## src/rtl/exc_return_pkg.sv

```systemverilog
package exc_return_pkg;

    typedef enum logic [1:0] {
        LVL0 = 2'b00,
        LVL1 = 2'b01,
        LVL2 = 2'b10,
        LVL3 = 2'b11
    } priv_e;

    typedef enum logic [2:0] {
        ST_IDLE,
        ST_RD_LO,
        ST_WT_LO,
        ST_RD_HI,
        ST_WT_HI
    } seq_state_e;

    typedef enum logic [1:0] {
        V_RUN,
        V_UNDEF,
        V_NOP,
        V_UNPRED
    } verdict_e;

    // Stacking walk: direction and whether the frame starts one word up
    typedef struct packed {
        logic up;
        logic hi_word;
    } walk_t;

    localparam logic [1:0] CMP_DOWN_BEFORE = 2'b00;
    localparam logic [1:0] CMP_UP_AFTER    = 2'b11;

    function automatic walk_t full_walk(input logic up, input logic pre);
        walk_t w;
        w.up      = up;
        w.hi_word = (pre == up);
        return w;
    endfunction

    function automatic walk_t compact_walk(input logic [1:0] op);
        walk_t w;
        w.up      = (op == CMP_UP_AFTER);
        w.hi_word = 1'b0;
        return w;
    endfunction

endpackage

```

## src/rtl/exc_return_decode.sv

```systemverilog
module exc_return_decode
    import exc_return_pkg::*;
#(
    parameter int IDX_W      = 4,
    parameter bit LVL0_UNDEF = 1'b0
) (
    input  logic             compact,
    input  logic             up,
    input  logic             pre,
    input  logic [1:0]       op,
    input  logic             in_blk,
    input  logic             last_in_blk,
    input  logic [IDX_W-1:0] idx,
    input  logic [1:0]       priv,
    output walk_t            walk,
    output verdict_e         verdict
);
    localparam logic [IDX_W-1:0] PC_INDEX = '1;

    logic op_legal;
    logic unpred;

    assign op_legal = (op == CMP_DOWN_BEFORE) || (op == CMP_UP_AFTER);
    assign walk     = compact ? compact_walk(op) : full_walk(up, pre);

    always_comb begin
        unpred = (idx == PC_INDEX);
        if (compact && (!op_legal || (in_blk && !last_in_blk))) begin
            unpred = 1'b1;
        end
    end

    // Encoding checks first, then the privilege level
    always_comb begin
        if (unpred) begin
            verdict = V_UNPRED;
        end else if (priv == LVL2) begin
            verdict = V_UNDEF;
        end else if (priv == LVL0) begin
            verdict = LVL0_UNDEF ? V_UNDEF : V_NOP;
        end else begin
            verdict = V_RUN;
        end
    end
endmodule

```

## src/rtl/exc_return_addr.sv

```systemverilog
module exc_return_addr
    import exc_return_pkg::*;
#(
    parameter int DW         = 32,
    parameter int WORD_BYTES = 4
) (
    input  logic [DW-1:0] base,
    input  walk_t         walk,
    output logic [DW-1:0] lo_addr,
    output logic [DW-1:0] hi_addr,
    output logic [DW-1:0] wb_val
);
    localparam logic [DW-1:0] WORD = DW'(WORD_BYTES);
    localparam logic [DW-1:0] PAIR = DW'(2 * WORD_BYTES);

    logic [DW-1:0] floor_addr;

    assign floor_addr = walk.up ? base : base - PAIR;
    assign lo_addr    = walk.hi_word ? floor_addr + WORD : floor_addr;
    assign hi_addr    = lo_addr + WORD;
    assign wb_val     = walk.up ? base + PAIR : base - PAIR;
endmodule

```

## src/rtl/exc_return_seq.sv

```systemverilog
module exc_return_seq
    import exc_return_pkg::*;
#(
    parameter int DW         = 32,
    parameter int IDX_W      = 4,
    parameter int WORD_BYTES = 4,
    parameter bit LVL0_UNDEF = 1'b0
) (
    input  logic             clk,
    input  logic             rst,
    input  logic             req_valid,
    output logic             req_ready,
    input  logic             req_compact,
    input  logic             req_up,
    input  logic             req_pre,
    input  logic [1:0]       req_op,
    input  logic             req_in_blk,
    input  logic             req_last_in_blk,
    input  logic [IDX_W-1:0] req_base_idx,
    input  logic [DW-1:0]    req_base_val,
    input  logic             req_wb,
    input  logic [1:0]       req_priv,
    output logic             mem_rd_valid,
    input  logic             mem_rd_ready,
    output logic [DW-1:0]    mem_rd_addr,
    input  logic             mem_rsp_valid,
    input  logic [DW-1:0]    mem_rsp_data,
    input  logic             mem_rsp_err,
    output logic             ret_done,
    output logic             ret_abort,
    output logic             ret_undef,
    output logic             ret_nop,
    output logic             ret_unpred,
    output logic [DW-1:0]    ret_pc,
    output logic [DW-1:0]    ret_status,
    output logic             wb_en,
    output logic [IDX_W-1:0] wb_idx,
    output logic [DW-1:0]    wb_val
);
    seq_state_e       state;
    walk_t            dec_walk;
    verdict_e         dec_verdict;
    walk_t            walk_q;
    logic [DW-1:0]    base_q;
    logic [IDX_W-1:0] idx_q;
    logic             wb_q;
    logic [DW-1:0]    lo_word;
    logic [DW-1:0]    lo_addr;
    logic [DW-1:0]    hi_addr;
    logic [DW-1:0]    wb_calc;

    exc_return_decode #(
        .IDX_W      (IDX_W),
        .LVL0_UNDEF (LVL0_UNDEF)
    ) u_decode (
        .compact     (req_compact),
        .up          (req_up),
        .pre         (req_pre),
        .op          (req_op),
        .in_blk      (req_in_blk),
        .last_in_blk (req_last_in_blk),
        .idx         (req_base_idx),
        .priv        (req_priv),
        .walk        (dec_walk),
        .verdict     (dec_verdict)
    );

    exc_return_addr #(
        .DW         (DW),
        .WORD_BYTES (WORD_BYTES)
    ) u_addr (
        .base    (base_q),
        .walk    (walk_q),
        .lo_addr (lo_addr),
        .hi_addr (hi_addr),
        .wb_val  (wb_calc)
    );

    assign req_ready    = (state == ST_IDLE);
    assign mem_rd_valid = (state == ST_RD_LO) || (state == ST_RD_HI);
    assign mem_rd_addr  = (state == ST_RD_HI) ? hi_addr : lo_addr;

    always_ff @(posedge clk) begin
        if (rst) begin
            state      <= ST_IDLE;
            walk_q     <= '0;
            base_q     <= '0;
            idx_q      <= '0;
            wb_q       <= 1'b0;
            lo_word    <= '0;
            ret_done   <= 1'b0;
            ret_abort  <= 1'b0;
            ret_undef  <= 1'b0;
            ret_nop    <= 1'b0;
            ret_unpred <= 1'b0;
            ret_pc     <= '0;
            ret_status <= '0;
            wb_en      <= 1'b0;
            wb_idx     <= '0;
            wb_val     <= '0;
        end else begin
            ret_done   <= 1'b0;
            ret_abort  <= 1'b0;
            ret_undef  <= 1'b0;
            ret_nop    <= 1'b0;
            ret_unpred <= 1'b0;
            wb_en      <= 1'b0;
            case (state)
                ST_IDLE: begin
                    if (req_valid) begin
                        case (dec_verdict)
                            V_RUN: begin
                                base_q <= req_base_val;
                                walk_q <= dec_walk;
                                idx_q  <= req_base_idx;
                                wb_q   <= req_wb;
                                state  <= ST_RD_LO;
                            end
                            V_UNDEF: ret_undef  <= 1'b1;
                            V_NOP:   ret_nop    <= 1'b1;
                            default: ret_unpred <= 1'b1;
                        endcase
                    end
                end
                ST_RD_LO: begin
                    if (mem_rd_ready) state <= ST_WT_LO;
                end
                ST_WT_LO: begin
                    if (mem_rsp_valid) begin
                        if (mem_rsp_err) begin
                            ret_abort <= 1'b1;
                            state     <= ST_IDLE;
                        end else begin
                            lo_word <= mem_rsp_data;
                            state   <= ST_RD_HI;
                        end
                    end
                end
                ST_RD_HI: begin
                    if (mem_rd_ready) state <= ST_WT_HI;
                end
                ST_WT_HI: begin
                    if (mem_rsp_valid) begin
                        state <= ST_IDLE;
                        if (mem_rsp_err) begin
                            ret_abort <= 1'b1;
                        end else begin
                            ret_done   <= 1'b1;
                            ret_pc     <= lo_word;
                            ret_status <= mem_rsp_data;
                            wb_en      <= wb_q;
                            wb_idx     <= idx_q;
                            wb_val     <= wb_calc;
                        end
                    end
                end
                default: state <= ST_IDLE;
            endcase
        end
    end
endmodule

```

## config.mk

```make
export PLATFORM = sky130hd
export DESIGN_NAME = exc_return_seq
export DESIGN_NICKNAME = d
export VERILOG_FILES = /design/src/rtl/exc_return_pkg.sv /design/src/rtl/exc_return_decode.sv /design/src/rtl/exc_return_addr.sv /design/src/rtl/exc_return_seq.sv
export SDC_FILE = /design/constraint.sdc
export NUM_CORES = 1
export LEC_CHECK = 0
export ABC_CLOCK_PERIOD_IN_PS = 4400
export BUFFER_PORTS_ARGS = -buffer_cell sky130_fd_sc_hd__clkbuf_2
export CORE_MARGIN = 3
export CORE_UTILIZATION = 30
export CTS_BUF_LIST = sky130_fd_sc_hd__clkbuf_4
export CTS_CLUSTER_SIZE = 40
export DETAILED_ROUTE_END_ITERATION = 12
export GPL_TIMING_DRIVEN = 1
export HOLD_SLACK_MARGIN = 0.05
export PLACE_DENSITY = 0.57
export SLEW_MARGIN = 15
export SYNTH_ARGS = -nofsm -noshare
export SYNTH_HDL_FRONTEND = slang
export SYNTH_HIERARCHICAL = 1
export SYNTH_SLANG_ARGS = --single-unit
```

## constraint.sdc

```tcl
create_clock -name clk -period 4.4 [get_ports clk]
set_input_delay 0.22 -clock clk [delete_from_list [all_inputs] [get_ports clk]]
set_output_delay 0.22 -clock clk [all_outputs]
set_load 0.02 [all_outputs]
```

; After elaboration in Yosys (flattened, before gate mapping)
; Index checks and enable logic that the tools add are counted.
[op_classes]
n_reduce_logical = 21
addsub = 4
n_bitwise = 6
mux = 22
eq_ne = 16
[op_table]
columns = op, n
row1 = two-way mux 32 bit, 4
row2 = "adder 32 x 3 -> 32 bit, second input constant", 2
row3 = "adder 32 x 4 -> 32 bit, second input constant", 1
row4 = "subtractor 32 x 4 -> 32 bit, second input constant", 1
row5 = two-way mux 3 bit, 6
row6 = one-hot mux 3 bit (5 select lines), 1
row7 = OR reduction 3 bit, 4
row8 = two-way mux 2 bit, 5
row9 = "!= test 2 bit, second input constant", 5
row10 = AND reduction 3 bit, 3
row11 = "equality test 2 bit, second input constant", 3
row12 = "equality test 3 x 2 -> 1 bit, second input constant", 2
row13 = logical NOT 2 bit, 3
row14 = two-way mux 1 bit, 6
row15 = NOT 1 bit, 6
row16 = AND reduction 6 bit, 1
row17 = "equality test 4 bit, second input constant", 1
row18 = OR reduction 4 bit, 1
row19 = "equality test 3 x 1 -> 1 bit, second input constant", 1
row20 = "equality test 3 bit, second input constant", 1
row21 = logical NOT 3 bit, 1
row22 = logical OR 1 bit, 3
row23 = "equality test 2 x 1 -> 1 bit, second input constant", 1
row24 = logical AND 1 bit, 2
row25 = other kinds (4), 5
[word_totals]
output_inout_bits = 140
in_bits = 84
wordCells = 86
regBits = 180

; Logic depth before layout (Yosys ltp)
; Gate-level depths: netlist of the first run.
[logic_depth]
depth_word = 11
mapped_depth = 17
mapped_depth_nobuf = 15

; Modules after synthesis
; Netlist of the first run, hierarchy kept.
[by_module_without_submodules]
columns = mod, area_each_um2, n_inst, seq_area_each_um2, cells_per_inst
row1 = exc_return_seq, 7972.6, 1, 3603.5, 745
row2 = exc_return_addr, 3057.9, 1, 0.0, 451
row3 = exc_return_decode, 80.1, 1, 0.0, 10

; Worst setup path before layout of the first run
; Ideal clock, no wire load.
[synth_path]
path_kind = register to output
from = reg walk_q[1] (netlist name)
to = out mem_rd_addr[31]
path_buffers = 3
t_arrival_ns = 3.954
path_stages_with_launch = 18
path_slack_ns = 0.226
t_required_ns = 4.180
path_cell_list = dfxtp_1 -> buf_2 -> buf_1 -> inv_1 -> ha_1 -> inv_1 -> ha_1 -> nand2_1 -> nor4_2 -> and4_1 -> clkbuf_1 -> nand3_1 -> nor4_1 -> xnor2_1 -> nand4_2 -> nor4b_2 -> xor2_1 -> mux2_2
[synth_between]
elab_chain_len = 5
[synth_lines]
columns = item, line
row1 = "start, declared", exc_return_seq.sv:43  ; walk_t walk_q;
row2 = "start signal, assigned", exc_return_seq.sv:114  ; walk_q <= dec_walk;
row3 = two-way mux 32 bit (*), exc_return_addr.sv:18  ; assign floor_addr = walk.up ? base : base - PAIR;
row4 = adder 32 x 3 -> 32 bit, exc_return_addr.sv:19  ; assign lo_addr = walk.hi_word ? floor_addr + WORD : floor_addr;
row5 = two-way mux 32 bit (*), exc_return_addr.sv:19
row6 = net lo_addr[28], exc_return_seq.sv:48  ; logic [DW-1:0] lo_addr;
row7 = adder 32 x 3 -> 32 bit (*), exc_return_addr.sv:20  ; assign hi_addr = lo_addr + WORD;
row8 = net hi_addr[31], exc_return_seq.sv:49  ; logic [DW-1:0] hi_addr;
row9 = two-way mux 32 bit (*), exc_return_seq.sv:81  ; assign mem_rd_addr = (state == ST_RD_HI) ? hi_addr : lo_addr;
row10 = "end, declared", exc_return_seq.sv:25  ; output logic [DW-1:0] mem_rd_addr,
; Mark *: on every way through the listed nets, which the timed path passes. The rest lies on a longest branch.

; Final worst setup path of the first run
[layout_path]
from = reg base_q[3]
to = out mem_rd_addr[22]
[layout_between]
elab_chain_len = 6
[layout_lines]
columns = item, line
row1 = "start, declared", exc_return_seq.sv:44  ; logic [DW-1:0] base_q;
row2 = "start signal, assigned", exc_return_seq.sv:113  ; base_q <= req_base_val;
row3 = subtractor 32 x 4 -> 32 bit, exc_return_addr.sv:18
row4 = two-way mux 32 bit (*), exc_return_addr.sv:18
row5 = adder 32 x 3 -> 32 bit, exc_return_addr.sv:19
row6 = two-way mux 32 bit (*), exc_return_addr.sv:19
row7 = adder 32 x 3 -> 32 bit (*), exc_return_addr.sv:20
row8 = net hi_addr[22], exc_return_seq.sv:49
row9 = two-way mux 32 bit (*), exc_return_seq.sv:81
; Marks and branches as above.

==> impl.org, run 1 <==
** Critical path
- The worst setup path is launched from a flip-flop.
- The worst register-to-register path ends at wb_val[23].
- By startpoint and endpoint, the worst setup path is classified as reg2out.
- Endpoint arrival time on the critical path :: 4.16 ns
- Slowest CP cell :: or4_4
- Origin of the critical flop-to-flop path :: base_q[7]
- Max FO, Critical Path :: 7
- Worst EP required :: 4.18 ns
- Together, buffers and inverters on the worst path number 3.
- Register-to-register setup slack :: 1.66 ns
- Reg2reg path depth :: 9
- In this design, the largest share of critical-path delay is due to simple AND/OR/NAND/NOR gates.
- CP cell instances :: inv_4 > ha_4 > nor4b_4 > xnor2_2 > or3_4 > or4_4 > nor4_4 > a211o_1 > and4b_2 > and3_4 > buf_4 > xor2_1 > mux2_2 > buf_2
- The worst setup path is captured at a primary output.
- On the worst path, the slowest cell contributes a delay of 0.50 ns.

** Min path
- Startpoint of the lowest-slack hold path :: rst
- Number of instances on the worst hold path :: 2
- Min-Delay Endpoint :: ret_done
- The path class of the tightest hold or removal check is in2reg.

** Synthesis
- The netlist uses 73 different library cells.
- After synthesis, the share of flip-flops with an asynchronous set or reset is 0.
- Counting every net in the synthesized netlist gives 1297.
- Count of flip-flops with a built-in enable after synthesis :: 0
- The synthesized netlist occupies a cell area of 11100 sq um.
- After technology mapping, the gate count stands at 1206.
- Most used DFF post-synth :: dfxtp_1
- Counting flops and latches in the post-synthesis netlist gives 180.
- Share of synthesized area occupied by flip-flops and latches :: 0.324
- Mean instance size in the synthesized netlist :: 9.21 sq um
- For this run, the number of Yosys warnings is 6.

** Clock network
- In this run the clock root is driven by a clkbuf_4.
- Worst skew pair latency :: 0.60 ns
- After clock tree synthesis, the clock-pin slew on the worst setup and hold paths is 0.15 ns.
- In this run, CTS created clock tree buffers numbering 17.
- Clock tree synthesis found a total of 180 sinks.
- Buffer levels on the longest clock path :: 2
- The clock tree synthesis step divided the H-tree into 4 levels.
- TritonCTS clock tree :: done

** Global routing
- The number of global-route vias before repair was 9536.
- The initial antenna violation count was 3.
- After global routing the overflow that remains totals 0.
- Entering global routing, the biggest net connects 150 pins.
- GRT Total Usage :: 0.162
- Wire length of the first global-routing pass :: 51200 um

** Power and ir drop
- Post-layout total power :: 4.50 mW
- Of the total power, the share spent switching nets is 0.387.
- Switching power of the nets :: 1.74 mW
- Of the total power, combinational logic draws 0.422.
- Share of power burned in registers :: 0.375
- Clock group share of total power :: 0.204
- Cell internal power was estimated by the tool at 2.76 mW.
- P per Cell Area :: 312 nW/um^2
- VDD sags by at most 0.000227 V.
- Leak pwr :: 6.01 nW

** Cells and area
- For this run, the post-layout net count is 1606.
- Post-synthesis to final-layout area growth :: 29.7%
- Number of filler cells placed in the layout :: 3589
- Share of post-route cells with drive strength above 1 :: 0.297
- Final Core Density :: 0.400

** Die
- Number of rows in the core area :: 69
- The core region is 36000 sq um.
- In this run the count of I/O pins placed on the die edge is 224.
- The initial utilization of the core area, before any placement, comes to 0.309.
- Horizontal extent of the die :: 198 um
- Full die area :: 39400 sq um
- DIE HEIGHT :: 198 um

** Route
- In the routed design, unresolved DRC markers number 0.
- The first detailed-routing pass ran for 5 iterations.
- Overall routed net length :: 32300 um
- Detailed-route via count :: 9562
- Final ANT Viol Nets :: 0
- In the final routed layout, each cell accounts on average for 16.2 um.
- Dividing the detail-routed via count by the number of cells gives 4.81.
- The detailed router finished its first iteration with 561 violations.

** STA
- Fmax :: 228 MHz
- Max-slew headroom at the worst pin :: 0.387
- The number of hold-slack violations in the final timing report was 0.
- Count of endpoints failing setup in the final report :: 0
- Unrepaired setup endpoints after global routing :: yes
- At the pin with the least slew margin, the transition time is 0.920 ns.
- Fin crit period :: 4.38 ns
- Dividing the final minimum period by the clock period gives 0.996.
- Worst-case clock skew :: 0.0213 ns
- The final-report max-slew violation count was 0.

** Placement
- The HPWL after detailed placement is 23000 um.
- RD Place Congestion :: 0.859
- During placement, the flow inserted port buffers numbering 223.

** Flow run
- The tool flagged a number of max-cap violations equal to 0.

** Status
- The flow ran to the end, and the final reports show no timing, DRC or antenna violations.
[worst max-delay path by stage]
| stage | to | from | cells after the start | slack [ns] |
|---|---|---|---|---|
| finish | mem_rd_addr[22] | base_q[3] | 14 | 0.02 |
| global route | mem_rd_addr[26] | base_q[4] | 16 | -0.23 |
| CTS | mem_rd_addr[31] | base_q[3] | 17 | -0.01 |
| detailed placement | mem_rd_addr[31] | base_q[3] | 14 | 0.12 |
| global placement | mem_rd_addr[31] | base_q[3] | 14 | 0.24 |
| floorplan | mem_rd_addr[31] | walk_q[1] | 17 | 0.23 |
[power by group through the flow]
stage / clock network, mW / logic (mW) / registers (mW)
6_report: 0.918 / 1.90 / 1.69
5_1_grt: 1.04 / 2.04 / 1.69
4_1_cts: 0.984 / 1.81 / 1.69
3_5_place_dp: 0 / 1.58 / 1.72
3_3_place_gp: 0 / 1.58 / 1.72
2_1_floorplan: 0 / 1.14 / 1.70
[cell usage after synthesis (9+ instances only)]
cell | number | area share
xor2_1 | 43 | 0.034
mux2i_1 | 177 | 0.16
clkbuf_1 | 52 | 0.018
nor4_1 | 14 | 0.0079
xnor2_1 | 65 | 0.051
buf_6 | 14 | 0.014
dfxtp_1 | 180 | 0.32
a21oi_1 | 16 | 0.0072
and3_1 | 12 | 0.0068
nand2_1 | 44 | 0.015
mux2_2 | 34 | 0.034
nor2_1 | 37 | 0.012
nor3_1 | 29 | 0.013
nand3_1 | 26 | 0.012
inv_1 | 11 | 0.0037
and2_1 | 9 | 0.0051
o21ai_0 | 10 | 0.0045
buf_4 | 13 | 0.0088
nand2b_1 | 276 | 0.16
nand4_1 | 10 | 0.0056
[cell usage in the layout, fill, tap and decap left out, drive strengths merged, types with 6 or more instances in the layout]
cell and n:
buf 86, mux2i 177, xor2 43, nor2 37, nor3 32, o21ai 11, nand3 26, nor2b 6
a21oi 18, clkbuf 233, a31oi 8, mux2 36, nand2b 276, nor4b 7, dfxtp 180, nor4 20
or3 8, nand4 12, dlygate4sd3 81, and2 9, xnor2 66, nand2 45, ha 7, and3 12
inv 17, and4 8
[sequential cells by signal (all words and copies together), names as in the netlist]
register,cells
wb_q,1
ret_undef,1
lo_word,32
ret_nop,1
base_q,32
ret_abort,1
state,3
ret_pc,32
wb_en,1
wb_val,32
walk_q,2
ret_status,32
ret_done,1
wb_idx,4
ret_unpred,1
idx_q,4
[logic make-up (layout without fill, tap and decap cells)]
kind of cell | Yosys count | after routing | synth area share
compound gates | 67 | 67 | 0.0419
xor+xnor | 109 | 109 | 0.0866
fa+ha+maj | 7 | 7 | 0.00788
buf+inv | 103 | 424 | 0.0520
flops | 180 | 180 | 0.324
mux | 213 | 213 | 0.196
other cells | 0 | 2 | 0
simple gates | 527 | 527 | 0.291
[metal layers]
layer / global-route usage / wire length [um]
met1: 0.200 / 14100
met2: 0.280 / 15700
met3: 0.0432 / 1900
met4: 0.0403 / 584
met5: 0 / 13
[per-stage QoR]
step	setup TNS [ns]	instance area [sq um]	cells	hold WS, ns	worst slack (ns)
floorplan	0	11100	1206	0.336	0.226
global placement	0	12600	1845	0.457	0.241
detailed placement	0	12600	1845	0.461	0.123
CTS	-0.0200	14200	1981	0.0915	-0.0106
global route	-2.27	14400	1990	0.193	-0.235
finish	0	14400	1990	0.185	0.0191
[layout make-up]
| cell class | count | area (sq um) | share of cell area |
|---|---|---|---|
| Antenna cell | 2 | 5.00 | 0.000347 |
| Clock buffer | 18 | 135 | 0.00938 |
| Clock inverter | 13 | 121 | 0.00842 |
| Inverter | 11 | 43.8 | 0.00304 |
| Multi-Input combinational cell | 923 | 7350 | 0.510 |
| Sequential cell | 180 | 3610 | 0.251 |
| Tap cell | 461 | 577 | 0.0400 |
| Timing Repair Buffer | 382 | 2570 | 0.178 |
[what timing repair did]
| item | in CTS | in global routing |
|---|---|---|
| hold endpoints to repair | 110 | 0 |
| hold buffers | 81 | 0 |
| pin swaps | 27 | 12 |
| gates cloned | 0 | 0 |
| gates resized for setup | 66 | 43 |
| endpoints found under the setup margin | 17 | 18 |
| buffers inserted | 24 | 7 |
Power figures use the tool's default switching activity.
==> run 2, diff against run 1 <==
BUFFER_PORTS_ARGS = not set   (was -buffer_cell sky130_fd_sc_hd__clkbuf_2)
CORE_MARGIN = not set   (was 3)
DONT_BUFFER_PORTS = 1   (was not set)
PLACE_DENSITY = 0.52   (was 0.57)
==> impl.org, run 2 (synthesized netlist as in run 1, its figures left out) <==
** Placement
- RD Place Congestion :: 0.879
- Before CTS, the worst setup slack after placement is 0.222 ns.
- Input/output buffers :: 0
- Post-detailed-placement half-perimeter wirelength :: 21900 um

** Global routing
- Antenna violations before repair :: 4
- GRT Total Usage :: 0.164
- The number of global-route vias before repair is 8613.
- Entering global routing, the biggest net connects 282 pins.
- Wire length of the first global-routing pass :: 48500 um
- Total congestion overflow after global routing :: 0

** Clock network
- Clock-pin slew was measured on the worst setup and hold paths at 0.16 ns.
- TritonCTS built the clock tree.
- Counting the buffers created by CTS gives 17.
- Clock sink total :: 180
- CTS built an H-tree with a depth of 4.
- Worst skew pair latency :: 0.64 ns
- No sink is reached through more buffers than the 2 on the longest clock path.
- The tree is rooted in a clkbuf_4.

** Critical path
- The largest single stage delay on the critical path is 0.39 ns.
- The critical path is of the reg2out type.
- Startpoint class of the critical path :: flip-flop
- Reg2reg end :: wb_val[31]
- Origin of the critical flop-to-flop path :: base_q[7]
- The most critical setup path has its startpoint at base_q[3].
- CP cell instances :: inv_4 > ha_4 > buf_4 > nor4b_4 > nor3_2 > buf_4 > nor4_4 > nand4_1 > nor4_2 > xnor2_1 > and4b_2 > nand4_4 > nor4b_4 > xor2_1 > mux2_4
- Cell family with most CP delay :: simple AND/OR/NAND/NOR gates
- Crit. path cell count :: 15
- STA classifies the critical path endpoint as a primary output.
- Data on the critical path is required at its endpoint by 4.18 ns.
- Measured in cells, the most critical reg-to-reg path has a length of 11.
- Slowest CP cell :: dfxtp_2
- Of all nets on the critical path, the largest fanout is 6.
- Register-to-register setup slack :: 1.69 ns
- Data on the critical path arrives at its endpoint at 4.10 ns.
- Worst path buffer plus inverter count :: 3

** Power and ir drop
- Of the total power, registers draw 0.379.
- Across the VDD grid, the largest voltage drop is 0.000188 V.
- Summed over all nets, the switching power comes to 1.72 mW.
- Of the total power, the clock network draws 0.220.
- Internal power comes to 2.75 mW.
- Comb pwr share :: 0.402
- Switching part of the total power :: 0.384
- Power spread over the standard cell area amounts to 333 nW/um^2.
- Leak pwr :: 5.15 nW
- Post-layout total power :: 4.47 mW

** Min path
- Min-Delay Endpoint :: ret_done
- The startpoint identified for the worst hold timing path is rst.
- Counting instances, the worst hold path has a depth of 2.
- Hold crit path type :: in2reg

** STA
- Final max-slew violation count :: 0
- Worst-case clock skew :: 0.0382 ns
- Final hold analysis gives a worst-case slack of 0.0487 ns.
- Fin crit period :: 4.32 ns
- For the pin with the worst max-slew slack, the measured transition is 0.944 ns.
- The number of hold-slack violations in the final timing report was 0.
- In this run the tightest slew margin relative to its limit is 0.371.
- Final worst path period share :: 0.982
- Count of endpoints failing setup in the final report :: 0
- Setup repair after global routing could not meet its margin everywhere.
- For this run, the top clock speed supported by timing is 231 MHz.
- Final WS setup :: 0.0781 ns
- Final setup TNS :: 0 ns

** Die
- Floorplan Core Area :: 36500 sq um
- Horizontal extent of the die :: 194 um
- DIE HEIGHT :: 194 um
- Starting density of the core :: 0.304
- During I/O placement, the number of pins put on the boundary was 224.
- The floorplan step defined a die boundary enclosing 37800 sq um.
- The floorplan has 70 rows.

** Route
- For this run, the detailed router's first-pass iteration total came to 5.
- Overall routed net length :: 31200 um
- Violation count after the first detailed-route iteration :: 354
- Residual DRC :: 0
- Once detail routing completed, the nets flagged for antenna violations numbered 0.
- Using the TritonRoute via totals, the vias-per-cell ratio works out to 4.84.
- In the final routed layout, each cell accounts on average for 17.5 um.
- Detailed-route via count :: 8609

** Cells and area
- In the final layout, the share of cells above drive strength 1 is 0.182.
- Post-synthesis to final-layout area growth :: 20.9%
- Commonest non-fill, non-tap cell in the layout :: nand2b_1
- Number of filler cells placed in the layout :: 3694
- For this run, the share of the core covered by cells in the final layout is 0.368.
- In the final design database the tool counted 1387 nets.
- Most frequent cells in the layout :: nand2b_1, mux2i_1, dfxtp_1

** Status
- The run finished with clean final reports.

** Flow run
- Max-cap viol count :: 0
==> run 2: power groups by stage <==
stage | Clock [mW] | Combinational (mW) | Sequential [mW]
finish | 0.981 | 1.79 | 1.69
global route | 1.08 | 1.94 | 1.70
global placement | 0 | 1.43 | 1.72
detailed placement | 0 | 1.43 | 1.72
CTS | 1.03 | 1.68 | 1.69
floorplan | 0 | 1.14 | 1.70
==> run 2: stage by stage <==
| stage | cells | area [sq um] |
|---|---|---|
| floorplan | 1206 | 11100 |
| global placement | 1626 | 11500 |
| detailed placement | 1626 | 11500 |
| CTS | 1762 | 13100 |
| global route | 1779 | 13400 |
| finish | 1779 | 13400 |
==> run 2: what timing repair did <==
| item | CTS | global route |
|---|---|---|
| buffers inserted | 19 | 14 |
| hold endpoints to repair | 180 | 0 |
| cloned | 0 | 0 |
| pin swaps | 22 | 18 |
| hold buffers | 86 | 0 |
| setup endpoints to repair | 14 | 19 |
| gates resized for setup | 57 | 52 |
==> run 2: metal layers <==
metal  up-vias  GRT usage  routed length, um
met5         -          0                 15
met4         2     0.0523                605
met3        40     0.0512               1780
met2       204      0.271              14800
met1      4063      0.200              13900
li1       4300          -                  -
==> run 2: worst max-delay path by stage <==
stage	slack, ns	to
after floorplan	0.23	mem_rd_addr[31]
after global placement	0.30	mem_rd_addr[31]
after detailed placement	0.22	mem_rd_addr[31]
after CTS	0.004	mem_rd_addr[30]
after global routing	-0.16	mem_rd_addr[28]
final	0.08	mem_rd_addr[31]
==> run 2: area by class of cell <==
class / instances / area, sq um / area share
well taps: 468 / 586 / 0.0436
multi-input cells: 923 / 7440 / 0.554
flip-flops and latches: 180 / 3610 / 0.269
repair buffers: 163 / 1460 / 0.109
clock buffers: 18 / 135 / 0.0101
inverters: 11 / 43.8 / 0.00326
clock inverters: 13 / 146 / 0.0109
diodes: 3 / 7.51 / 0.000559
==> run 3, diff against run 2 <==
CORE_UTILIZATION = 40   (was 30)
PLACE_DENSITY = 0.62   (was 0.52)
==> impl.org, run 3 (synthesized netlist as in run 1, its figures left out) <==
** Status
- Status :: completed

** Critical path
- Startpoint class of the critical path :: flip-flop
- Cell type with the highest occurrence count on the critical path :: nor4_4
- The worst setup path is of the reg2out kind.
- Worst EP required :: 4.18 ns
- CP cell instances :: inv_2 > ha_4 > or3b_1 > nor3_2 > a22oi_1 > or4_4 > nor4_4 > a211o_1 > and4b_2 > nand2_1 > nor4_4 > xor2_1 > mux2_2
- Reg2reg path depth :: 13
- On the critical path the largest part of the delay comes from simple AND/OR/NAND/NOR gates.
- Counting both buffers and inverters, the worst setup path holds a total of 1.
- Crit. path cell count :: 13
- The slowest stage of the critical path is the or4_4 cell.
- Endpoint arrival time on the critical path :: 4.02 ns
- In this run the critical register-to-register path is launched from base_q[4].
- Crit end category :: primary output
- Highest cell delay on the worst timing path :: 0.59 ns
- Max FO, Critical Path :: 8
- Critical path startpoint :: base_q[4]

** STA
- After layout, the worst setup slack is 0.161 ns.
- Count of endpoints failing setup in the final report :: 0
- Of the available clock period, the critical path in the final layout requires 0.963.
- Static timing analysis puts the maximum clock frequency at 236 MHz.
- Clock skew on the completed layout was measured at 0.0516 ns.
- The worst pin sits at a relative slew slack of 0.337.
- Fin crit period :: 4.24 ns
- Setup repair after global routing could not meet its margin everywhere.
- Hold Fails Final Rpt :: 0
- Final max-slew violation count :: 0
- Transition at the pin with the smallest max-transition slack :: 0.994 ns
- Smallest hold slack :: 0.167 ns

** Clock network
- At the later pin of the worst-skew pair, clock insertion delay measures 0.58 ns.
- Clock root buffer :: clkbuf_4
- Buffer levels on the longest clock path :: 2
- After clock tree synthesis, the clock-pin slew on the worst setup and hold paths is 0.18 ns.
- Maximum level of the CTS H-tree :: 4
- For this design, the sink count on the clock tree is 180.
- Counting the buffers created by CTS gives 17.
- TritonCTS built the clock tree.

** Global routing
- Pin count of the biggest net entering global routing :: 282
- For this run, the total global-route usage over all layers was measured as 0.203.
- The number of global-route vias before repair came to 8485.
- The initial antenna violation count was 4.
- Total congestion overflow after global routing :: 0
- Wire length of the first global-routing pass :: 46100 um

** Route
- In this run, the number of DRC markers left after iteration 0 of detailed routing was 331.
- The detail route stage leaves a number of antenna-violating nets equal to 0.
- Average vias per placed instance :: 5.13
- Routed len/inst :: 17.5 um
- Overall routed net length :: 29200 um
- Across all layers, the routed design uses 8591 vias.
- In the routed design, unresolved DRC markers number 0.
- DR pass1 iterations :: 4

** Cells and area
- In the final layout, the multi-input gates occupy 7390 sq um.
- With fillers left out, the area of the finished cells amounts to 13200 sq um.
- Share of post-route cells with drive strength above 1 :: 0.169
- The sequential cells in the finished layout cover a total of 3610 sq um.
- Post-synthesis to final-layout area growth :: 18.9%
- The net count of the finished layout is 1376.
- In the layout the commonest cells are nand2b_1, mux2i_1, dfxtp_1.
- After filler insertion, the fill cell instance count of the layout stands at 2556.
- Leaving out fill and tap cells, the most frequent cell in the layout is nand2b_1.

** Placement
- Post-detailed-placement half-perimeter wirelength :: 20200 um
- Instance area at placement :: 11400 sq um
- The count of buffers added on input and output ports is 0.
- Routability-driven placement finished with a final weighted congestion of 0.908.
- Before CTS, the worst setup slack after placement is 0.174 ns.

** Die
- Number of top-level design ports :: 224
- Row generation in the floorplan step produced 60 rows.
- Horizontal extent of the die :: 169 um
- Starting density of the core :: 0.410
- After floorplanning, the core was sized to cover 27100 sq um.
- The die covers 28400 sq um.
- The die is 169 um tall.

** Power and ir drop
- Dividing total power by cell area gives a power density of 336 nW/um^2.
- Post-layout total power :: 4.44 mW
- Worst IR drop on VDD :: 0.000209 V
- Leak pwr :: 5.04 nW

** Flow run
- Across the run, the number of max-cap violations was 0.

** Min path
- Startpoint of the lowest-slack hold path :: req_op[1]
- Number of instances on the worst hold path :: 4
- The tightest min-delay check is of the in2reg type.
## run 3: changes by cell type in the layout (fill, tap and decap cells not counted), sizes merged
cell      before  now
clkinvlp       1    0
bufinv         1    0
clkbuf        18   17
clkinv         5    9
diode          3    4
buf           78   67
## run 3: worst paths after layout
check               endpoint  slack (ns)
max          mem_rd_addr[30]        0.16
min                walk_q[1]        0.17
max reg2reg       wb_val[31]        1.69
min reg2reg        ret_pc[4]        0.48
## run 3: what timing repair did
item / 4_1_cts / 5_1_grt
setup endpoints to repair: 12 / 13
buffers inserted: 7 / 17
hold buffers: 86 / 0
gates cloned: 0 / 0
pin swaps: 11 / 20
endpoints found under the hold margin: 180 / 0
gates resized for setup: 37 / 49
## run 3: metrics by stage
stage,setup TNS [ns],util,instances
6_report,0,0.488,1674
5_1_grt,-0.0942,0.488,1674
2_1_floorplan,0,-,1206
3_5_place_dp,0,0.419,1528
3_3_place_gp,0,0.419,1528
4_1_cts,0,0.472,1653
## run 3: final cells by class
class / count / share of cell area
multi-input cells: 923 / 0.559
flip-flops and latches: 180 / 0.273
repair buffers: 152 / 0.104
well taps: 372 / 0.0352
clock inverters: 15 / 0.0151
clock buffers: 17 / 0.00966
inverters: 11 / 0.00331
diodes: 4 / 0.000758
## run 3: where the power goes
part / switching (mW) / internal, mW / leakage (nW) / total, mW
logic: 0.986 / 0.747 / 3.42 / 1.73
registers: 0.0377 / 1.65 / 1.45 / 1.69
clock network: 0.736 / 0.281 / 0.169 / 1.02
## run 3: layer usage
layer / global-route usage / part of all wire / up-vias
met5: 0 / 0 / -
met4: 0.0577 / 0.019 / 0
met3: 0.0524 / 0.061 / 31
met2: 0.343 / 0.47 / 236
met1: 0.255 / 0.45 / 4057
li1: - / - / 4267
## run 3: worst reg2reg max path, stage by stage (launching register included)
cell and delay [ns]:
dfxtp_2 0.36, inv_2 0.09, ha_4 0.20, nor2b_4 0.21, nand3_1 0.11, buf_4 0.23
or3_1 0.36, nor3_1 0.15, nand2_1 0.09, nor3_1 0.31, a41oi_1 0.14, xnor2_1 0.21
nand2b_1 0.07, mux2i_1 0.13
